### src/rtl/hb_pkg.sv
package hb_pkg;

  typedef enum logic [1:0] {
    ARB_OWN  = 2'd0,
    ARB_REL  = 2'd1,
    ARB_HOLD = 2'd2,
    ARB_REST = 2'd3
  } arb_state_e;

  localparam int unsigned REM_W = 3;

  // bytes carried by an access of the given size code
  function automatic logic [REM_W-1:0] size_bytes(input logic [1:0] sz);
    case (sz)
      2'd0:    return 3'd1;
      2'd1:    return 3'd2;
      default: return 3'd4;
    endcase
  endfunction

  // bytes moved by one bus cycle starting at lane a0 with rem bytes left
  function automatic logic [1:0] chunk_bytes(input logic a0,
                                             input logic [REM_W-1:0] rem,
                                             input logic w16);
    if (!w16 || a0 || rem < 3'd2) return 2'd1;
    return 2'd2;
  endfunction

  // lane mask for one bus cycle, little-endian lanes
  function automatic logic [1:0] chunk_lanes(input logic a0,
                                             input logic [1:0] nb,
                                             input logic w16);
    if (!w16)      return 2'b01;
    if (a0)        return 2'b10;
    if (nb == 2'd2) return 2'b11;
    return 2'b01;
  endfunction

endpackage

### src/rtl/hb_sync.sv
module hb_sync #(
  parameter int unsigned STAGES = 2
) (
  input  logic clk,
  input  logic rst_n,
  input  logic d,
  output logic q
);
  generate
    if (STAGES == 0) begin : g_bypass
      assign q = d;
    end else begin : g_chain
      logic [STAGES-1:0] sr;
      logic [STAGES:0]   nxt;
      assign nxt = {sr, d};
      always_ff @(posedge clk or negedge rst_n) begin
        if (!rst_n) sr <= '0;
        else        sr <= nxt[STAGES-1:0];
      end
      assign q = nxt[STAGES];
    end
  endgenerate
endmodule

### src/rtl/hb_arb.sv
module hb_arb
  import hb_pkg::*;
(
  input  logic clk,
  input  logic rst_n,
  input  logic pend,
  input  logic seq_active,
  input  logic seq_last,
  input  logic cpu_req,
  output logic drive_en,
  output logic ack_n,
  output logic accept,
  output logic busy
);
  arb_state_e st_q, st_d;
  logic       free;

  always_comb begin
    st_d = st_q;
    case (st_q)
      ARB_OWN:  if (pend && (!seq_active || seq_last)) st_d = ARB_REL;
      ARB_REL:  st_d = pend ? ARB_HOLD : ARB_REST;
      ARB_HOLD: if (!pend) st_d = ARB_REST;
      ARB_REST: st_d = ARB_OWN;
      default:  st_d = ARB_OWN;
    endcase
  end

  always_ff @(posedge clk or negedge rst_n) begin
    if (!rst_n) st_q <= ARB_OWN;
    else        st_q <= st_d;
  end

  assign free     = (st_q == ARB_OWN) && !seq_active && !pend;
  assign accept   = free && cpu_req;
  assign busy     = !free;
  assign drive_en = (st_q == ARB_OWN);
  assign ack_n    = (st_q != ARB_HOLD);
endmodule

### src/rtl/hb_seq.sv
module hb_seq
  import hb_pkg::*;
#(
  parameter int unsigned ADDR_W = 20
) (
  input  logic              clk,
  input  logic              rst_n,
  input  logic              load,
  input  logic [ADDR_W-1:0] ld_addr,
  input  logic [1:0]        ld_size,
  input  logic              ld_wr,
  input  logic              ld_lock,
  input  logic              ld_w16,
  output logic              active,
  output logic              last,
  output logic              turn,
  output logic [ADDR_W-1:0] cyc_addr,
  output logic [1:0]        cyc_be,
  output logic              cyc_wr
);
  logic [ADDR_W-1:0] a_q, base_q;
  logic [REM_W-1:0]  rem_q, tot_q;
  logic              wr_q, lock_q, w16_q, act_q;
  logic [1:0]        nb;
  logic              chunk_end, read_phase;

  assign nb         = chunk_bytes(a_q[0], rem_q, w16_q);
  assign chunk_end  = ({1'b0, nb} == rem_q);
  assign read_phase = lock_q && !wr_q;
  assign turn       = act_q && chunk_end && read_phase;
  assign last       = act_q && chunk_end && !read_phase;

  always_ff @(posedge clk or negedge rst_n) begin
    if (!rst_n) begin
      act_q  <= 1'b0;
      a_q    <= '0;
      base_q <= '0;
      rem_q  <= '0;
      tot_q  <= '0;
      wr_q   <= 1'b0;
      lock_q <= 1'b0;
      w16_q  <= 1'b0;
    end else if (load) begin
      act_q  <= 1'b1;
      a_q    <= ld_addr;
      base_q <= ld_addr;
      rem_q  <= size_bytes(ld_size);
      tot_q  <= size_bytes(ld_size);
      wr_q   <= ld_wr && !ld_lock;
      lock_q <= ld_lock;
      w16_q  <= ld_w16;
    end else if (act_q) begin
      if (turn) begin
        a_q   <= base_q;
        rem_q <= tot_q;
        wr_q  <= 1'b1;
      end else if (last) begin
        act_q <= 1'b0;
      end else begin
        a_q   <= a_q + {{(ADDR_W-2){1'b0}}, nb};
        rem_q <= rem_q - {1'b0, nb};
      end
    end
  end

  assign active   = act_q;
  assign cyc_addr = act_q ? a_q : '0;
  assign cyc_be   = act_q ? chunk_lanes(a_q[0], nb, w16_q) : 2'b00;
  assign cyc_wr   = act_q && wr_q;
endmodule

### src/rtl/hold_bus_ctrl.sv
module hold_bus_ctrl
  import hb_pkg::*;
#(
  parameter int unsigned ADDR_W      = 20,
  parameter int unsigned SYNC_STAGES = 2
) (
  input  logic              clk,
  input  logic              rst_n,
  input  logic              hold_en,
  input  logic              hold_req_n,
  output logic              hold_ack_n,
  input  logic              cpu_req,
  input  logic [ADDR_W-1:0] cpu_addr,
  input  logic [1:0]        cpu_size,
  input  logic              cpu_wr,
  input  logic              cpu_lock,
  input  logic              cpu_w16,
  output logic              cpu_busy,
  output logic              bus_oe,
  output logic              bus_cyc,
  output logic [ADDR_W-1:0] bus_addr,
  output logic [1:0]        bus_be,
  output logic              bus_wr
);
  // named internal events, also used by the bound checker
  logic req_seen;
  logic pend;
  logic seq_active;
  logic seq_last;
  logic lock_turn;
  logic accept;

  hb_sync #(.STAGES(SYNC_STAGES)) u_sync (
    .clk   (clk),
    .rst_n (rst_n),
    .d     (~hold_req_n),
    .q     (req_seen)
  );

  assign pend = hold_en && req_seen;

  hb_arb u_arb (
    .clk        (clk),
    .rst_n      (rst_n),
    .pend       (pend),
    .seq_active (seq_active),
    .seq_last   (seq_last),
    .cpu_req    (cpu_req),
    .drive_en   (bus_oe),
    .ack_n      (hold_ack_n),
    .accept     (accept),
    .busy       (cpu_busy)
  );

  hb_seq #(.ADDR_W(ADDR_W)) u_seq (
    .clk      (clk),
    .rst_n    (rst_n),
    .load     (accept),
    .ld_addr  (cpu_addr),
    .ld_size  (cpu_size),
    .ld_wr    (cpu_wr),
    .ld_lock  (cpu_lock),
    .ld_w16   (cpu_w16),
    .active   (seq_active),
    .last     (seq_last),
    .turn     (lock_turn),
    .cyc_addr (bus_addr),
    .cyc_be   (bus_be),
    .cyc_wr   (bus_wr)
  );

  assign bus_cyc = seq_active;
endmodule

### config.mk
export PLATFORM = sky130hd
export DESIGN_NAME = hold_bus_ctrl
export DESIGN_NICKNAME = d
export VERILOG_FILES = /design/src/rtl/hb_pkg.sv /design/src/rtl/hb_sync.sv /design/src/rtl/hb_arb.sv /design/src/rtl/hb_seq.sv /design/src/rtl/hold_bus_ctrl.sv
export SDC_FILE = /design/constraint.sdc
export NUM_CORES = 1
export LEC_CHECK = 0
export BUFFER_PORTS_ARGS = -buffer_cell sky130_fd_sc_hd__buf_4
export CAP_MARGIN = 20
export CORE_UTILIZATION = 29
export CTS_CLUSTER_DIAMETER = 40
export CTS_CLUSTER_SIZE = 28
export DETAILED_ROUTE_END_ITERATION = 6
export GPL_ROUTABILITY_DRIVEN = 0
export HOLD_SLACK_MARGIN = 0.02
export SYNTH_ARGS = -nofsm -noshare
export SYNTH_HDL_FRONTEND = slang
export SYNTH_HIERARCHICAL = 1
export SYNTH_SLANG_ARGS = --single-unit
export TNS_END_PERCENT = 100
### constraint.sdc
create_clock -name clk -period 4.28 [get_ports clk]
set_input_delay 0.214 -clock clk [delete_from_list [all_inputs] [get_ports clk]]
set_output_delay 0.214 -clock clk [all_outputs]
set_load 0.05 [all_outputs]
==> results.tsv <==
stage	metric	value	unit
run_status	status	finished clean	
timing	Fmax	0.334	GHz
grt	GR met2 Demand/Resource	24.1	%
floorplan	Die H	107	um
synthesis	mean post-synth cell area	9.50	um^2
route	Routed WL	8310	um
synthesis	area leader, netlist	dfrtp_1	
final_layout	Multi-input gate area	0.00168	mm^2
final_layout	non-filler instance count after layout	522	
final_layout	register area	0.00135	mm^2
placed_design	hpwl dp	5860	um
floorplan	I/O Pins	57	
clock_network	Hold Buf Count CTS	1	
route	DR vias	2654	
floorplan	Site Rows	37	
synthesis	sequential fraction of the synthesis area	42.3	%
synthesis	Post-synth ARST share	100	%
synthesis	largest family of logic cells by synthesized area	simple AND/OR/NAND/NOR gates	
timing	Fin. Hold Viols	0	
synthesis	Yosys cell types	60	
grt	GR Util met3	2.49	%
clock_network	Reg clk slew, reported paths	110	ps
grt	first-pass GRT wire length	13400	um
clock_network	Root Buffer	clkbuf_8	
setup_path	crit path max fanout	12	
synthesis	ys flop type	dfrtp_1	
clock_network	CTS tree	built	
timing	Final Critical Period	2990	ps
route	post-route ant nets	0	
route	DR iter-0 viols	175	
setup_path	critical path class	flop to flop	
final_layout	P&R area growth vs syn	20.3	%
pwr	Max VDD drop	0.360	mV
synthesis	Synth Area in XOR/XNOR	1.92	%
route	DRC	0	
route	drt pass-1 iters	4	
grt	vias in the first global route	2598	
floorplan	Die Footprint	0.0114	mm^2
grt	largest net degree at the start of global routing	55	
setup_path	Critical Path RT	4500	ps
final_layout	nets@finish	425	
timing	unrepaired setup endpoints after global routing	no	
synthesis	most common cell in the synthesized netlist	dfrtp_1	
synthesis	cell area after synthesis	0.00319	mm^2
synthesis	Adder-Cell Fraction of Synth Area	4.16	%
timing	worst slew pin tran	823	ps
synthesis	EDFF count, synth	0	
clock_network	H-tree levels	2	
synthesis	complex-gate fraction of the synthesized area	20.3	%
synthesis	Synth top area share	42.3	%
grt	M1 GR Usage	21.2	%
timing	max-slew violation count	0	
synthesis	Post-Syn Instances	336	
synthesis	Mapped Nets	376	
floorplan	core area	0.0105	mm^2
route	Routed wire per std cell	15.9	um
final_layout	share of cells above drive strength 1	24.1	%
placed_design	dpl ws	1300	ps
final_layout	filler cell count	1065	
floorplan	starting density of the core	30.4	%
timing	Post-Route Setup TNS	0	ps
timing	fraction of the cycle the final worst path needs	69.9	%
synthesis	ranking of synthesized cells by area	dfrtp_1 42%, mux2_2 4.9%, and2_1 4.7%, nand2_1 4.2%, ha_1 3.5%	
pwr	Leakage	1.69	nW
timing	clk_skew	15.0	ps
placed_design	placed cells	513	
clock_network	post-CTS sizing	0	
clock_network	Setup Fix Bufs, Post-CTS	0	
synthesis	simple logic cell fraction of the synthesized area	20.5	%
pwr	power per cell area	757	mW/mm^2
grt	initial antenna violation count	0	
synthesis	multiplexer share of the synthesized area	5.76	%
clock_network	CTS Sinks	54	
synthesis	synthesized flop and latch total	54	
grt	total global routing overflow	0	
job	Max-Cap Viols	0	
final_layout	final design utilization	36.5	%
clock_network	Num CTS Buffers	5	
floorplan	Chip Width	107	um
timing	Finish-stage setup viols	0	
synthesis	Synth Warn #	6	
clock_network	Longest Clk Path Bufs	2	
timing	relative slew slack	44.8	%
setup_path	startpoint type of the worst setup path	flop	
clock_network	Clock Latency Late Sink	310	ps
setup_path	Worst setup EP type	flop	
worst_hold_path	class of the worst hold path	primary input to flop	
synthesis	Synth top cells by count	54 x dfrtp_1, 36 x nand2_1, 24 x and2_1	
grt	GRT Overall Usage	15.0	%
timing	PnR worst setup slack	1290	ps
grt	Top Usage Layer GRT	met2	
route	Via density	5.08	
placed_design	Port Buffers	56	
final_layout	antenna fix cells	0	
setup_path	critical path arrival	3210	ps
cell type report:
class | count | share of cell area (%)
clock buffers | 7 | 2.25
flip-flops and latches | 54 | 35.2
inverters | 22 | 2.15
well taps | 136 | 4.43
multi-input cells | 241 | 43.8
clock inverters | 1 | 0.228
repair buffers | 61 | 12.0
critical path, stage by stage, from the launching register on:
cell,delay (ps)
dfrtp_1,440
o211ai_1,400
ha_1,340
and3b_1,230
a21boi_2,330
nor2_1,70
buf_4,200
inv_1,300
nand2_1,250
o311ai_1,320
flip-flops by register name (all words and copies together), names as in the netlist, 2 cells and up:
signal,count
u_seq/a_q,20
u_seq/tot_q,3
u_seq/base_q,20
u_sync/g_chain.sr,2
u_seq/rem_q,3
u_arb/st_q,2
cell usage in the layout, fill, tap and decap left out, types with 3 or more instances in the layout:
cell type	netlist	final
buf_4	0	60
dfrtp_1	54	54
nand2_1	36	36
and2_1	24	24
inv_1	22	22
o21ai_0	21	21
mux2_2	14	14
nor2_1	13	13
nand3_1	11	11
ha_1	9	9
o21ai_1	8	8
a22oi_1	8	8
o211ai_1	7	7
a21oi_1	7	7
clkbuf_8	0	6
nand4_1	5	5
nor3_1	4	4
a31oi_1	4	4
nand3b_1	4	4
xor2_1	4	4
a2bb2oi_1	4	4
nor2b_1	3	3
a211o_1	3	3
a22o_1	3	3
o31ai_1	3	3
xnor2_1	3	3
stage by stage:
step	cell area (um^2)	total power [mW]	hold WS [ps]
final	3840	2.91	28.2
after global routing	3840	3.14	26.0
after CTS	3840	2.92	20.5
after detailed placement	3730	2.61	323
after global placement	3730	2.58	311
after floorplan	3190	2.14	-81.6
cells by family after synthesis:
kind of cell | count (synthesis)
simple gates | 116
fa+ha+maj | 10
compound gates | 92
flops | 54
mux | 16
xor+xnor | 7
buf+inv | 41
where the power goes:
part	switching [mW]	total, mW	internal (mW)
Clock	0.173	0.307	0.134
Sequential	0.251	1.00	0.752
Combinational	0.986	1.60	0.613
Total	1.41	2.91	1.50
worst paths after layout:
path,startpoint,to,slack (ps),depth (start not counted)
max reg2reg,u_seq/rem_q[2]$_DFFE_PN0P_,u_seq/a_q[8]$_DFFE_PN0P_,1290,9
max,u_seq/rem_q[2]$_DFFE_PN0P_,u_seq/a_q[8]$_DFFE_PN0P_,1290,9
min reg2reg,u_sync/g_chain.sr[0]$_DFF_PN0_,u_sync/g_chain.sr[1]$_DFF_PN0_,370,0
max in group asynchronous,rst_n,u_seq/base_q[16]$_DFFE_PN0P_,3320,2
min in group asynchronous,rst_n,u_seq/w16_q$_DFFE_PN0P_,480,2
min,hold_req_n,u_sync/g_chain.sr[0]$_DFF_PN0_,30,2
layer usage:
layer	vias to the layer above	routed length, um	part of all wire [%]
li1	1301	-	-
met4	0	70	0.84
met1	1266	3910	47
met2	80	3870	47
met3	7	459	5.5
met5	-	0	0
No activity file was read; power rests on OpenSTA's default activity.
